[config.mk]
export PLATFORM = sky130hd
export DESIGN_NAME = host_wake_port
export DESIGN_NICKNAME = d
export VERILOG_FILES = /design/src/rtl/wake_pkg.sv /design/src/rtl/wake_addr_match.sv /design/src/rtl/wake_cmd_ctrl.sv /design/src/rtl/irq_latch.sv /design/src/rtl/host_wake_port.sv
export SDC_FILE = /design/constraint.sdc
export NUM_CORES = 1
export LEC_CHECK = 0
export ABC_AREA = 0
export BUFFER_PORTS_ARGS = -buffer_cell sky130_fd_sc_hd__buf_2
export CORE_ASPECT_RATIO = 0.8
export CORE_MARGIN = 1
export CORE_UTILIZATION = 29
export CTS_BUF_LIST = sky130_fd_sc_hd__clkbuf_2
export CTS_CLUSTER_DIAMETER = 150
export CTS_CLUSTER_SIZE = 20
export DETAILED_ROUTE_END_ITERATION = 8
export PLACE_DENSITY = 0.89
export SYNTH_ARGS = -nofsm -noshare
export SYNTH_HDL_FRONTEND = slang
export SYNTH_SLANG_ARGS = --single-unit
[constraint.sdc]
create_clock -name clk_i -period 1.4 [get_ports clk_i]
set_input_delay 0.07 -clock clk_i [delete_from_list [all_inputs] [get_ports clk_i]]
set_output_delay 0.07 -clock clk_i [all_outputs]
set_load 0.1 [all_outputs]
[src/rtl/wake_pkg.sv]
package wake_pkg;
  typedef enum logic [1:0] {
    CMD_CLEAR = 2'b00,
    CMD_ATTN  = 2'b01,
    CMD_RESET = 2'b10,
    CMD_NONE  = 2'b11
  } wake_cmd_e;
endpackage

[src/rtl/wake_addr_match.sv]
module wake_addr_match #(
  parameter int ADDR_W = 16,
  parameter int LO_W   = 8
) (
  input  logic [ADDR_W-1:0] addr_i,
  input  logic [ADDR_W-1:0] cfg_addr_i,
  input  logic              wide_i,
  output logic              hit_o
);
  logic lo_ok;
  logic hi_ok;

  assign lo_ok = (addr_i[LO_W-1:0] == cfg_addr_i[LO_W-1:0]);

  generate
    if (ADDR_W > LO_W) begin : g_hi
      assign hi_ok = !wide_i || (addr_i[ADDR_W-1:LO_W] == cfg_addr_i[ADDR_W-1:LO_W]);
    end else begin : g_nohi
      assign hi_ok = 1'b1;
    end
  endgenerate

  assign hit_o = lo_ok && hi_ok;

  always_comb begin
    if (wide_i && (addr_i != cfg_addr_i))
      assert_wide_miss_R1: assert (!hit_o);
  end
endmodule

[src/rtl/wake_cmd_ctrl.sv]
module wake_cmd_ctrl
  import wake_pkg::*;
(
  input  logic      clk_i,
  input  logic      rst_ni,
  input  logic      strobe_i,
  input  logic      hit_i,
  input  wake_cmd_e cmd_i,
  output logic      board_rst_o,
  output logic      attn_o,
  output logic      clr_irq_o
);
  logic      stb_q;
  logic      hit_q;
  wake_cmd_e cmd_q;
  logic      trail;

  // act once the strobe has ended, using the last captured cycle
  assign trail     = stb_q && !strobe_i && hit_q;
  assign clr_irq_o = trail && (cmd_q == CMD_CLEAR);

  always_ff @(posedge clk_i or negedge rst_ni) begin
    if (!rst_ni) begin
      stb_q       <= 1'b0;
      hit_q       <= 1'b0;
      cmd_q       <= CMD_NONE;
      board_rst_o <= 1'b1;
      attn_o      <= 1'b0;
    end else begin
      stb_q  <= strobe_i;
      attn_o <= 1'b0;
      if (strobe_i) begin
        hit_q <= hit_i;
        cmd_q <= cmd_i;
      end
      if (trail) begin
        unique case (cmd_q)
          CMD_CLEAR: board_rst_o <= 1'b0;
          CMD_ATTN:  attn_o      <= !board_rst_o;
          CMD_RESET: board_rst_o <= 1'b1;
          default:   ;
        endcase
      end
    end
  end

  assert_attn_single_R6: assert property (@(posedge clk_i) disable iff (!rst_ni)
    attn_o |=> !attn_o);
  assert_attn_not_in_reset_R6: assert property (@(posedge clk_i) disable iff (!rst_ni)
    attn_o |-> !board_rst_o);
  assert_attn_on_trailing_R6: assert property (@(posedge clk_i) disable iff (!rst_ni)
    $rose(attn_o) |-> $past(stb_q && !strobe_i));
  assert_rst_release_R4: assert property (@(posedge clk_i) disable iff (!rst_ni)
    $fell(board_rst_o) |-> $past(cmd_q == CMD_CLEAR && hit_q));
endmodule

[src/rtl/irq_latch.sv]
module irq_latch #(
  parameter int          NUM_IRQ  = 8,
  parameter int          LADDR_W  = 16,
  parameter int          LDATA_W  = 16,
  parameter logic [15:0] IRQ_PORT = 16'h8010,
  parameter int          IRQ_BIT  = 8
) (
  input  logic               clk_i,
  input  logic               rst_ni,
  input  logic               loc_wr_i,
  input  logic [LADDR_W-1:0] loc_addr_i,
  input  logic [LDATA_W-1:0] loc_data_i,
  input  logic               clr_i,
  input  logic [NUM_IRQ-1:0] sel_i,
  output logic [NUM_IRQ-1:0] irq_no,
  output logic               pending_o
);
  localparam logic [LADDR_W-1:0] PORT = LADDR_W'(IRQ_PORT);

  logic set_hit;
  assign set_hit = loc_wr_i && (loc_addr_i == PORT) && loc_data_i[IRQ_BIT];

  always_ff @(posedge clk_i or negedge rst_ni) begin
    if (!rst_ni)      pending_o <= 1'b0;
    else if (set_hit) pending_o <= 1'b1;
    else if (clr_i)   pending_o <= 1'b0;
  end

  generate
    for (genvar g = 0; g < NUM_IRQ; g++) begin : g_line
      assign irq_no[g] = !(pending_o && sel_i[g]);
    end
  endgenerate

  assert_set_source_R7: assert property (@(posedge clk_i) disable iff (!rst_ni)
    $rose(pending_o) |-> $past(loc_wr_i && loc_addr_i == PORT));
  assert_clear_source_R5: assert property (@(posedge clk_i) disable iff (!rst_ni)
    $fell(pending_o) |-> $past(clr_i));
  assert_one_line_R8: assert property (@(posedge clk_i) disable iff (!rst_ni)
    $onehot0(sel_i) |-> $onehot0(~irq_no));
  assert_idle_release_R8: assert property (@(posedge clk_i) disable iff (!rst_ni)
    !pending_o |-> (&irq_no));
endmodule

[src/rtl/host_wake_port.sv]
module host_wake_port
  import wake_pkg::*;
#(
  parameter int          HADDR_W  = 16,
  parameter int          HDATA_W  = 8,
  parameter int          LADDR_W  = 16,
  parameter int          LDATA_W  = 16,
  parameter int          NUM_IRQ  = 8,
  parameter logic [15:0] IRQ_PORT = 16'h8010,
  parameter int          IRQ_BIT  = 8
) (
  input  logic               clk_i,
  input  logic               rst_ni,
  input  logic [HADDR_W-1:0] cfg_port_addr_i,
  input  logic               cfg_addr16_i,
  input  logic [NUM_IRQ-1:0] cfg_irq_sel_i,
  input  logic               host_iowr_i,
  input  logic [HADDR_W-1:0] host_addr_i,
  input  logic [HDATA_W-1:0] host_data_i,
  input  logic               loc_iowr_i,
  input  logic [LADDR_W-1:0] loc_addr_i,
  input  logic [LDATA_W-1:0] loc_data_i,
  output logic               board_rst_o,
  output logic               chan_attn_o,
  output logic [NUM_IRQ-1:0] host_irq_no
);
  localparam int LO_W = (HADDR_W < 8) ? HADDR_W : 8;

  logic      hit;
  logic      clr_irq;
  logic      pending;
  wake_cmd_e cmd;

  assign cmd = wake_cmd_e'(host_data_i[1:0]);

  wake_addr_match #(.ADDR_W(HADDR_W), .LO_W(LO_W)) u_match (
    .addr_i     (host_addr_i),
    .cfg_addr_i (cfg_port_addr_i),
    .wide_i     (cfg_addr16_i),
    .hit_o      (hit)
  );

  wake_cmd_ctrl u_ctrl (
    .clk_i       (clk_i),
    .rst_ni      (rst_ni),
    .strobe_i    (host_iowr_i),
    .hit_i       (hit),
    .cmd_i       (cmd),
    .board_rst_o (board_rst_o),
    .attn_o      (chan_attn_o),
    .clr_irq_o   (clr_irq)
  );

  irq_latch #(
    .NUM_IRQ(NUM_IRQ), .LADDR_W(LADDR_W), .LDATA_W(LDATA_W),
    .IRQ_PORT(IRQ_PORT), .IRQ_BIT(IRQ_BIT)
  ) u_irq (
    .clk_i      (clk_i),
    .rst_ni     (rst_ni),
    .loc_wr_i   (loc_iowr_i),
    .loc_addr_i (loc_addr_i),
    .loc_data_i (loc_data_i),
    .clr_i      (clr_irq),
    .sel_i      (cfg_irq_sel_i),
    .irq_no     (host_irq_no),
    .pending_o  (pending)
  );

  assert_clear_pairs_R5: assert property (@(posedge clk_i) disable iff (!rst_ni)
    ($fell(pending) && !$past(loc_iowr_i)) |-> !board_rst_o);
endmodule

**Word-level counts from Yosys, hierarchy flattened**

Cells that the tools add are included.

- Logic and storage cells: 46
- Output and inout port bits: 10
- Register bits: 7

- Eq/ne operators: 5
- Reduce and logical (&&, ||, !) cells: 30
- Multiplexer cells: 5

Operators with widths:

| kind | number |
|---|---|
| 16-bit equality test, second input constant | 1 |
| 8-bit equality test | 2 |
| 1-bit logical AND | 14 |
| 1-bit logical NOT | 11 |
| 1-bit two-way mux | 4 |
| 2-bit nonzero test | 2 |
| 2-bit by 1-bit equality test with 1-bit output, second input constant | 1 |
| 2-bit equality test, second input constant | 1 |
| 2-bit logical NOT | 1 |
| 1-bit one-hot mux with 2 select lines | 1 |
| 2-bit AND reduction | 1 |
| 1-bit logical OR | 1 |

**Longest topological paths before layout**

Gate-level depths: netlist of run 1.

- Word-level depth: 6
- Gate-level depth with buffers: 4
- Mapped depth without buffers: 4

**Modules after synthesis**

From an unflattened synthesis of run 1, not the netlist that was laid out.

- Cells, all modules: 55
- Area total of the unflattened synthesis: 545.5 sq um

Modules (own cells, without submodules):

| module | cells an instance | times used | sequential area each (sq um) | area an instance (sq um) |
|---|---|---|---|---|
| wake_cmd_ctrl | 14 | 1 | 153.9 | 236.5 |
| wake_addr_match | 22 | 1 | 0.0 | 176.4 |
| irq_latch | 19 | 1 | 25.0 | 132.6 |

**Worst setup path before layout of run 1**

OpenSTA, ideal clock, no wires.

- Kind: flip-flop to output port
- Start: register u_irq.pending_o
- End: output port host_irq_no[1]
- Data required time: 1.330 ns
- Stages on the path, launching flop included: 3
- Arrival time: 1.180 ns
- Setup slack: 0.150 ns
- Buffers on the path: 1
- Path through: dfrtp_1 > clkbuf_1 > nand2_1

- Word-level cells in the longest chain between the ends: 2

Ends and longest elaborated chain:

| what | RTL line | RTL |
|---|---|---|
| from (decl) | irq_latch.sv:16 | `output logic pending_o` |
| from (signal assigned) | irq_latch.sv:24 | `if (!rst_ni) pending_o <= 1'b0;` |
| from (signal assigned) | irq_latch.sv:25 | `else if (set_hit) pending_o <= 1'b1;` |
| from (signal assigned) | irq_latch.sv:26 | `else if (clr_i) pending_o <= 1'b0;` |
| 1-bit logical AND | irq_latch.sv:31 | `assign irq_no[g] = !(pending_o && sel_i[g]);` |
| 1-bit logical NOT | irq_latch.sv:31 |  |
| to (decl) | host_wake_port.sv:25 | `output logic [NUM_IRQ-1:0] host_irq_no` |

Every way passes these cells.

**Final worst setup path of run 1**

Ends and elaborated chain as after synthesis.

==> impl_metrics.json, run 1 <==
{
  "slowest_delay_ps": 480,
  "ys_types": 21,
  "port_buffers": 73,
  "critPathBufInv": 1,
  "run_status": "completed",
  "viasPerCell": 4.416,
  "power_density_mw_per_mm2": 571.4,
  "p_clk_share_pct": 28.5,
  "final_core_util_pct": 57.36,
  "path_clk_slew_ps": 90,
  "crit_path_end_kind": "output port",
  "cp_max_fo": 9,
  "via_count": 680,
  "relSlewSlack_pct": 67.48,
  "insertion_delay_ps": 250,
  "worstPathRequired_ps": 1330,
  "power.leakage_nw": 0.4946,
  "syn_nets": 139,
  "combPwrFrac_pct": 30.8,
  "crit_chain": "nand2_1, buf_2",
  "layout.area.seq_sq_um": 178.9,
  "ant_nets": 0,
  "row_count": 13,
  "finalSetupViolations": 0,
  "worst_slew_pin_slew_ps": 491.2,
  "wirelength_um": 1725,
  "dieArea_sq_mm": 0.002010,
  "grt_max_degree": 10,
  "grt_pass1_wl_um": 2242,
  "io_pins": 95,
  "p_int_mw": 0.3974,
  "coreArea_sq_mm": 0.001675,
  "layout_min_cycle_time_ps": 1319,
  "worstPathArrival_ps": 1250,
  "place_congestion": 0.6593,
  "diodes": 0,
  "synth_seq_cells": 7,
  "place_inst": 148,
  "syn_to_final_growth_pct": 80.71,
  "fin_tns_setup_ps": 0,
  "cts.sinks": 7,
  "antenna_found_initial": 0,
  "rsz0062_at_grt": "no",
  "start_util_pct": 31.74,
  "cpLargestDelayFamily": "flip-flops",
  "track_usage_pct": 15.72,
  "nFillCells": 164,
  "first_iter_violations": 13,
  "path_class": "reg -> out",
  "yosys-top-cells-area": "xnor2_1 (21%), dfrtp_1 (19%), dfstp_2 (15%)",
  "dr.pass1.iters": 3,
  "synth_top_area_share_pct": 21.41,
  "avgSynthCellArea_sq_um": 9.847,
  "nNetsFinal": 218,
  "cts.path.max_buffers": 2,
  "wl_per_cell_um": 11.20,
  "die_w_um": 49.88,
  "slew_violations": 0,
  "hold_violations": 0,
  "seq_power_share_pct": 40.7,
  "numCtsBuffers": 3,
  "tritoncts": "done",
  "grt_remaining_overflow": 0,
  "crit_path_top_delay_cell": "dfrtp_1",
  "die_h_um": 40.30,
  "synth_warnings": 0,
  "multi_input_area_sq_um": 349.1,
  "ir_worst_vdd_uv": 703.9,
  "min_path_type": "in -> reg",
  "fmax_mhz": 757.9,
  "switching_share_pct": 27.63,
  "htree_levels": 1,
  "maxCapViolations": 0,
  "dpl.hpwl_um": 1500,
  "postCtsSetupBuffers": 0,
  "clock_skew_ps": 14.49,
  "grt_pass1_vias": 546,
  "period_share_pct": 94.25,
  "synth_area_sq_um": 531.8,
  "cp-start-kind": "flop",
  "root_buffer": "clkbuf_2",
  "ys_seq_area_share_pct": 33.65,
  "power.switching_mw": 0.1517,
  "synth_cells": 54,
  "drive_above_1_share_pct": 64.39,
  "yosysTopAreaCell": "xnor2_1",
  "final_cells": 154,
  "route.detailed.drc": 0
}
-- power groups by stage --
stage	Combinational (mW)	Clock, mW	Sequential, mW
floorplan	0.0570	0	0.227
global placement	0.157	0	0.225
detailed placement	0.165	0	0.227
CTS	0.170	0.161	0.223
global route	0.183	0.171	0.224
finish	0.169	0.156	0.224
-- worst register-to-register path, stage by stage, from the launching register on --
cell and delay, ps:
dfrtp_1 380, nand3b_4 90, nor2_1 140, mux2_4 310
-- Yosys cell counts, drive strengths merged --
master  count
a41o        1
and2b       1
clkbuf      1
dfrtp       4
dfstp       3
mux2        3
nand2       9
nand3       1
nand3b      2
nand4       3
nor2        1
nor3        1
nor4        3
nor4b       2
o21ai       2
o31ai       1
xnor2      13
xor2        3
-- cell usage in the layout (no fill, tap or decap) --
| master | instances |
|---|---|
| dlygate4sd3_1 | 2 |
| nor4b_1 | 2 |
| xnor2_1 | 13 |
| xor2_1 | 3 |
| clkbuf_2 | 4 |
| nand3b_4 | 1 |
| nor2_1 | 1 |
| nand2_1 | 9 |
| and2b_1 | 1 |
| mux2_2 | 2 |
| dfstp_2 | 3 |
| dfrtp_1 | 4 |
| nand3_1 | 1 |
| nand4_1 | 3 |
| nor4_2 | 1 |
| mux2_4 | 1 |
| nor4_1 | 2 |
| nor3_1 | 1 |
| o31ai_1 | 1 |
| buf_2 | 73 |
| o21ai_0 | 2 |
| a41o_1 | 1 |
| nand3b_1 | 1 |
-- metal layers --
layer  vias to the layer above  track usage (%)  share of wire [%]
met2                        17            29.05                 58
met3                         2            7.955                4.3
met4                         0            5.714               0.87
met1                       314            15.87                 37
met5                         -                0                  0
li1                        347                -                  -
-- area by class of cell --
| type | count | share of cell area (%) |
|---|---|---|
| Clock buffer | 4 | 2.083 |
| Multi-Input combinational cell | 46 | 36.33 |
| Sequential cell | 7 | 18.62 |
| Tap cell | 22 | 2.865 |
| Timing Repair Buffer | 75 | 40.10 |
-- final timing paths --
check / start / endpoint / slack [ps] / cells past startpoint
setup / recovery: u_irq.pending_o / host_irq_no[1] / 80 / 2
hold / removal: host_data_i[1] / u_ctrl.cmd_q[1] / 70 / 2
setup reg to reg: u_ctrl.hit_q / u_ctrl.board_rst_o / 420 / 3
hold reg to reg: u_ctrl.cmd_q[0] / u_ctrl.attn_o / 550 / 1
max in group asynchronous: rst_ni / u_ctrl.cmd_q[0] / 980 / 2
min in group asynchronous: rst_ni / u_ctrl.stb_q / 180 / 2
-- what timing repair did --
item | 4_1_cts | 5_1_grt
endpoints found under the hold margin | 8 | 0
hold buffers | 2 | 0
resized for setup | 0 | 0
-- state kept, by name (all words and copies together), names as in the netlist --
name / cells
u_ctrl.cmd_q: 2
u_ctrl.stb_q: 1
u_irq.pending_o: 1
u_ctrl.board_rst_o: 1
u_ctrl.attn_o: 1
u_ctrl.hit_q: 1
-- kinds of logic (layout without fill, tap and decap cells) --
family,Yosys count,in the layout,synth area share [%]
flip-flops,7,7,33.65
multiplexers,3,3,7.058
buffers and inverters,1,79,0.7052
AND/OR/NAND/NOR,23,23,27.06
XOR/XNOR,16,16,26.35
AO/OA/AOI/OAI,4,4,5.177
-- through the flow --
step	setup WS (ps)	area, sq um	hold slack (ps)	power, mW
4_1_cts	81.65	960.9	53.21	0.5533
5_1_grt	14.75	960.9	44.32	0.5780
6_report	80.52	960.9	68.11	0.5491
3_5_place_dp	361.6	920.9	-92.36	0.3913
2_1_floorplan	150.1	531.8	-225.6	0.2844
3_3_place_gp	374.0	920.9	-96.89	0.3823
No activity file was read; power rests on OpenSTA's default activity.
==> inputs of run 2 (changes only) <==
--- a/config.mk
+++ b/config.mk
@@ -14,7 +14,7 @@
 export CTS_CLUSTER_DIAMETER = 150
 export CTS_CLUSTER_SIZE = 20
 export DETAILED_ROUTE_END_ITERATION = 8
-export PLACE_DENSITY = 0.89
+export PLACE_DENSITY_LB_ADDON = 0.05
 export SYNTH_ARGS = -nofsm -noshare
 export SYNTH_HDL_FRONTEND = slang
 export SYNTH_SLANG_ARGS = --single-unit
==> impl_metrics.json, run 2 (synthesized netlist as in run 1, its figures left out) <==
{
  "hold_violations": 0,
  "dpl.hpwl_um": 1211,
  "worstPathArrival_ps": 1210,
  "place_inst": 148,
  "fmax_mhz": 779.9,
  "run_status": "completed",
  "die_h_um": 40.30,
  "final_cells": 153,
  "largest_register": "u_ctrl.cmd_q",
  "grt_pass1_wl_um": 1849,
  "worst_slew_pin_slew_ps": 488.0,
  "final_common_cell": "buf_2",
  "largest_register_ffs": 2,
  "htree_levels": 1,
  "drive_above_1_share_pct": 64.89,
  "r2r_slack_ps": 420,
  "worstPathRequired_ps": 1330,
  "cts.path.max_buffers": 2,
  "nNetsFinal": 217,
  "dr.pass1.iters": 2,
  "cts.sinks": 7,
  "place_congestion": 0.6001,
  "pre_cts_slack_ps": 357.7,
  "crit_path_end_kind": "output port",
  "diodes": 0,
  "antenna_found_initial": 0,
  "insertion_delay_ps": 220,
  "start_util_pct": 31.74,
  "setup_ws_ps": 117.9,
  "seq_power_share_pct": 41.8,
  "grt_max_degree": 10,
  "layout_min_cycle_time_ps": 1282,
  "ant_nets": 0,
  "wirelength_um": 1373,
  "first_iter_violations": 2,
  "period_share_pct": 91.58,
  "rsz0062_at_grt": "no",
  "clock_skew_ps": 3.767,
  "total_power_mw": 0.5315,
  "finalSetupViolations": 0,
  "power_density_mw_per_mm2": 558.9,
  "row_count": 13,
  "root_buffer": "clkbuf_2",
  "die_w_um": 49.88,
  "io_pins": 95,
  "path_class": "reg -> out",
  "ir_worst_vdd_uv": 318.4,
  "switching_share_pct": 25.60,
  "p_int_mw": 0.3954,
  "wl_per_cell_um": 8.974,
  "path_clk_slew_ps": 70,
  "coreArea_sq_mm": 0.001675,
  "slew_violations": 0,
  "relSlewSlack_pct": 67.69,
  "track_usage_pct": 12.36,
  "port_buffers": 73,
  "via_count": 674,
  "dieArea_sq_mm": 0.002010,
  "grt_pass1_vias": 511,
  "min_path_type": "in -> reg",
  "viasPerCell": 4.405,
  "route.detailed.drc": 0,
  "power.leakage_nw": 0.4904,
  "fin_tns_setup_ps": 0,
  "ctsResizeCount": 0,
  "tritoncts": "done",
  "p_clk_share_pct": 27.4,
  "syn_to_final_growth_pct": 78.82,
  "cp-start-kind": "flop",
  "final_cell_mix": "buf_2 (73), xnor2_1 (13), nand2_1 (9)",
  "cp_max_fo": 9,
  "grt_remaining_overflow": 0,
  "maxCapViolations": 0,
  "combPwrFrac_pct": 30.8,
  "power.switching_mw": 0.1361,
  "numCtsBuffers": 3
}
[run 2: cell types whose count changed in the layout (fill, tap and decap cells not counted), sizes merged]
cell	change
dlygate4sd3	-1
[run 2: final cells by class]
type | count | area (sq um)
timing repair buffer | 74 | 375.4
tap | 22 | 27.53
clock buffer | 4 | 20.02
sequential | 7 | 178.9
multi-input combinational | 46 | 349.1
fill | 160 | 724.4
[run 2: metal layers]
| metal | vias to the layer above | global-route usage (%) | wire [um] |
|---|---|---|---|
| li1 | 345 | - | - |
| met1 | 269 | 14.83 | 549 |
| met2 | 60 | 21.62 | 604 |
| met3 | 0 | 3.788 | 219 |
| met4 | 0 | 4.286 | 0 |
| met5 | - | 0 | 0 |
[run 2: worst max-delay path: stages (launching register included)]
cell and delay (ps):
dfrtp_1 470, nand2_1 100, buf_2 420
[run 2: worst paths after layout]
| path | endpoint | from | cells past startpoint |
|---|---|---|---|
| min reg2reg | u_ctrl.attn_o | u_ctrl.cmd_q[0] | 1 |
| min | u_ctrl.stb_q | host_iowr_i | 1 |
| min in group asynchronous | u_irq.pending_o | rst_ni | 2 |
| max reg2reg | u_ctrl.board_rst_o | u_ctrl.hit_q | 3 |
| max in group asynchronous | u_ctrl.cmd_q[0] | rst_ni | 2 |
| max | host_irq_no[4] | u_irq.pending_o | 2 |
[run 2: metrics by stage]
step	area, sq um	hold WS [ps]	utilization, %
after floorplan	531.8	-225.6	-
after global placement	920.9	-91.62	54.97
after detailed placement	920.9	-89.79	54.97
after CTS	950.9	15.30	56.76
after global routing	950.9	6.839	56.76
final	950.9	32.86	56.76
[run 2: power by group through the flow]
stage / clock (mW) / combinational (mW) / sequential [mW]
after floorplan: 0 / 0.0570 / 0.227
after global placement: 0 / 0.160 / 0.226
after detailed placement: 0 / 0.163 / 0.226
after CTS: 0.155 / 0.166 / 0.222
after global routing: 0.168 / 0.180 / 0.223
final: 0.146 / 0.163 / 0.222
[run 2: what timing repair did]
| item | in CTS | in global routing |
|---|---|---|
| hold buffers | 1 | 0 |
| endpoints found under the setup margin | 0 | 0 |
| setup buffers | 0 | 0 |
| endpoints found under the hold margin | 7 | 0 |
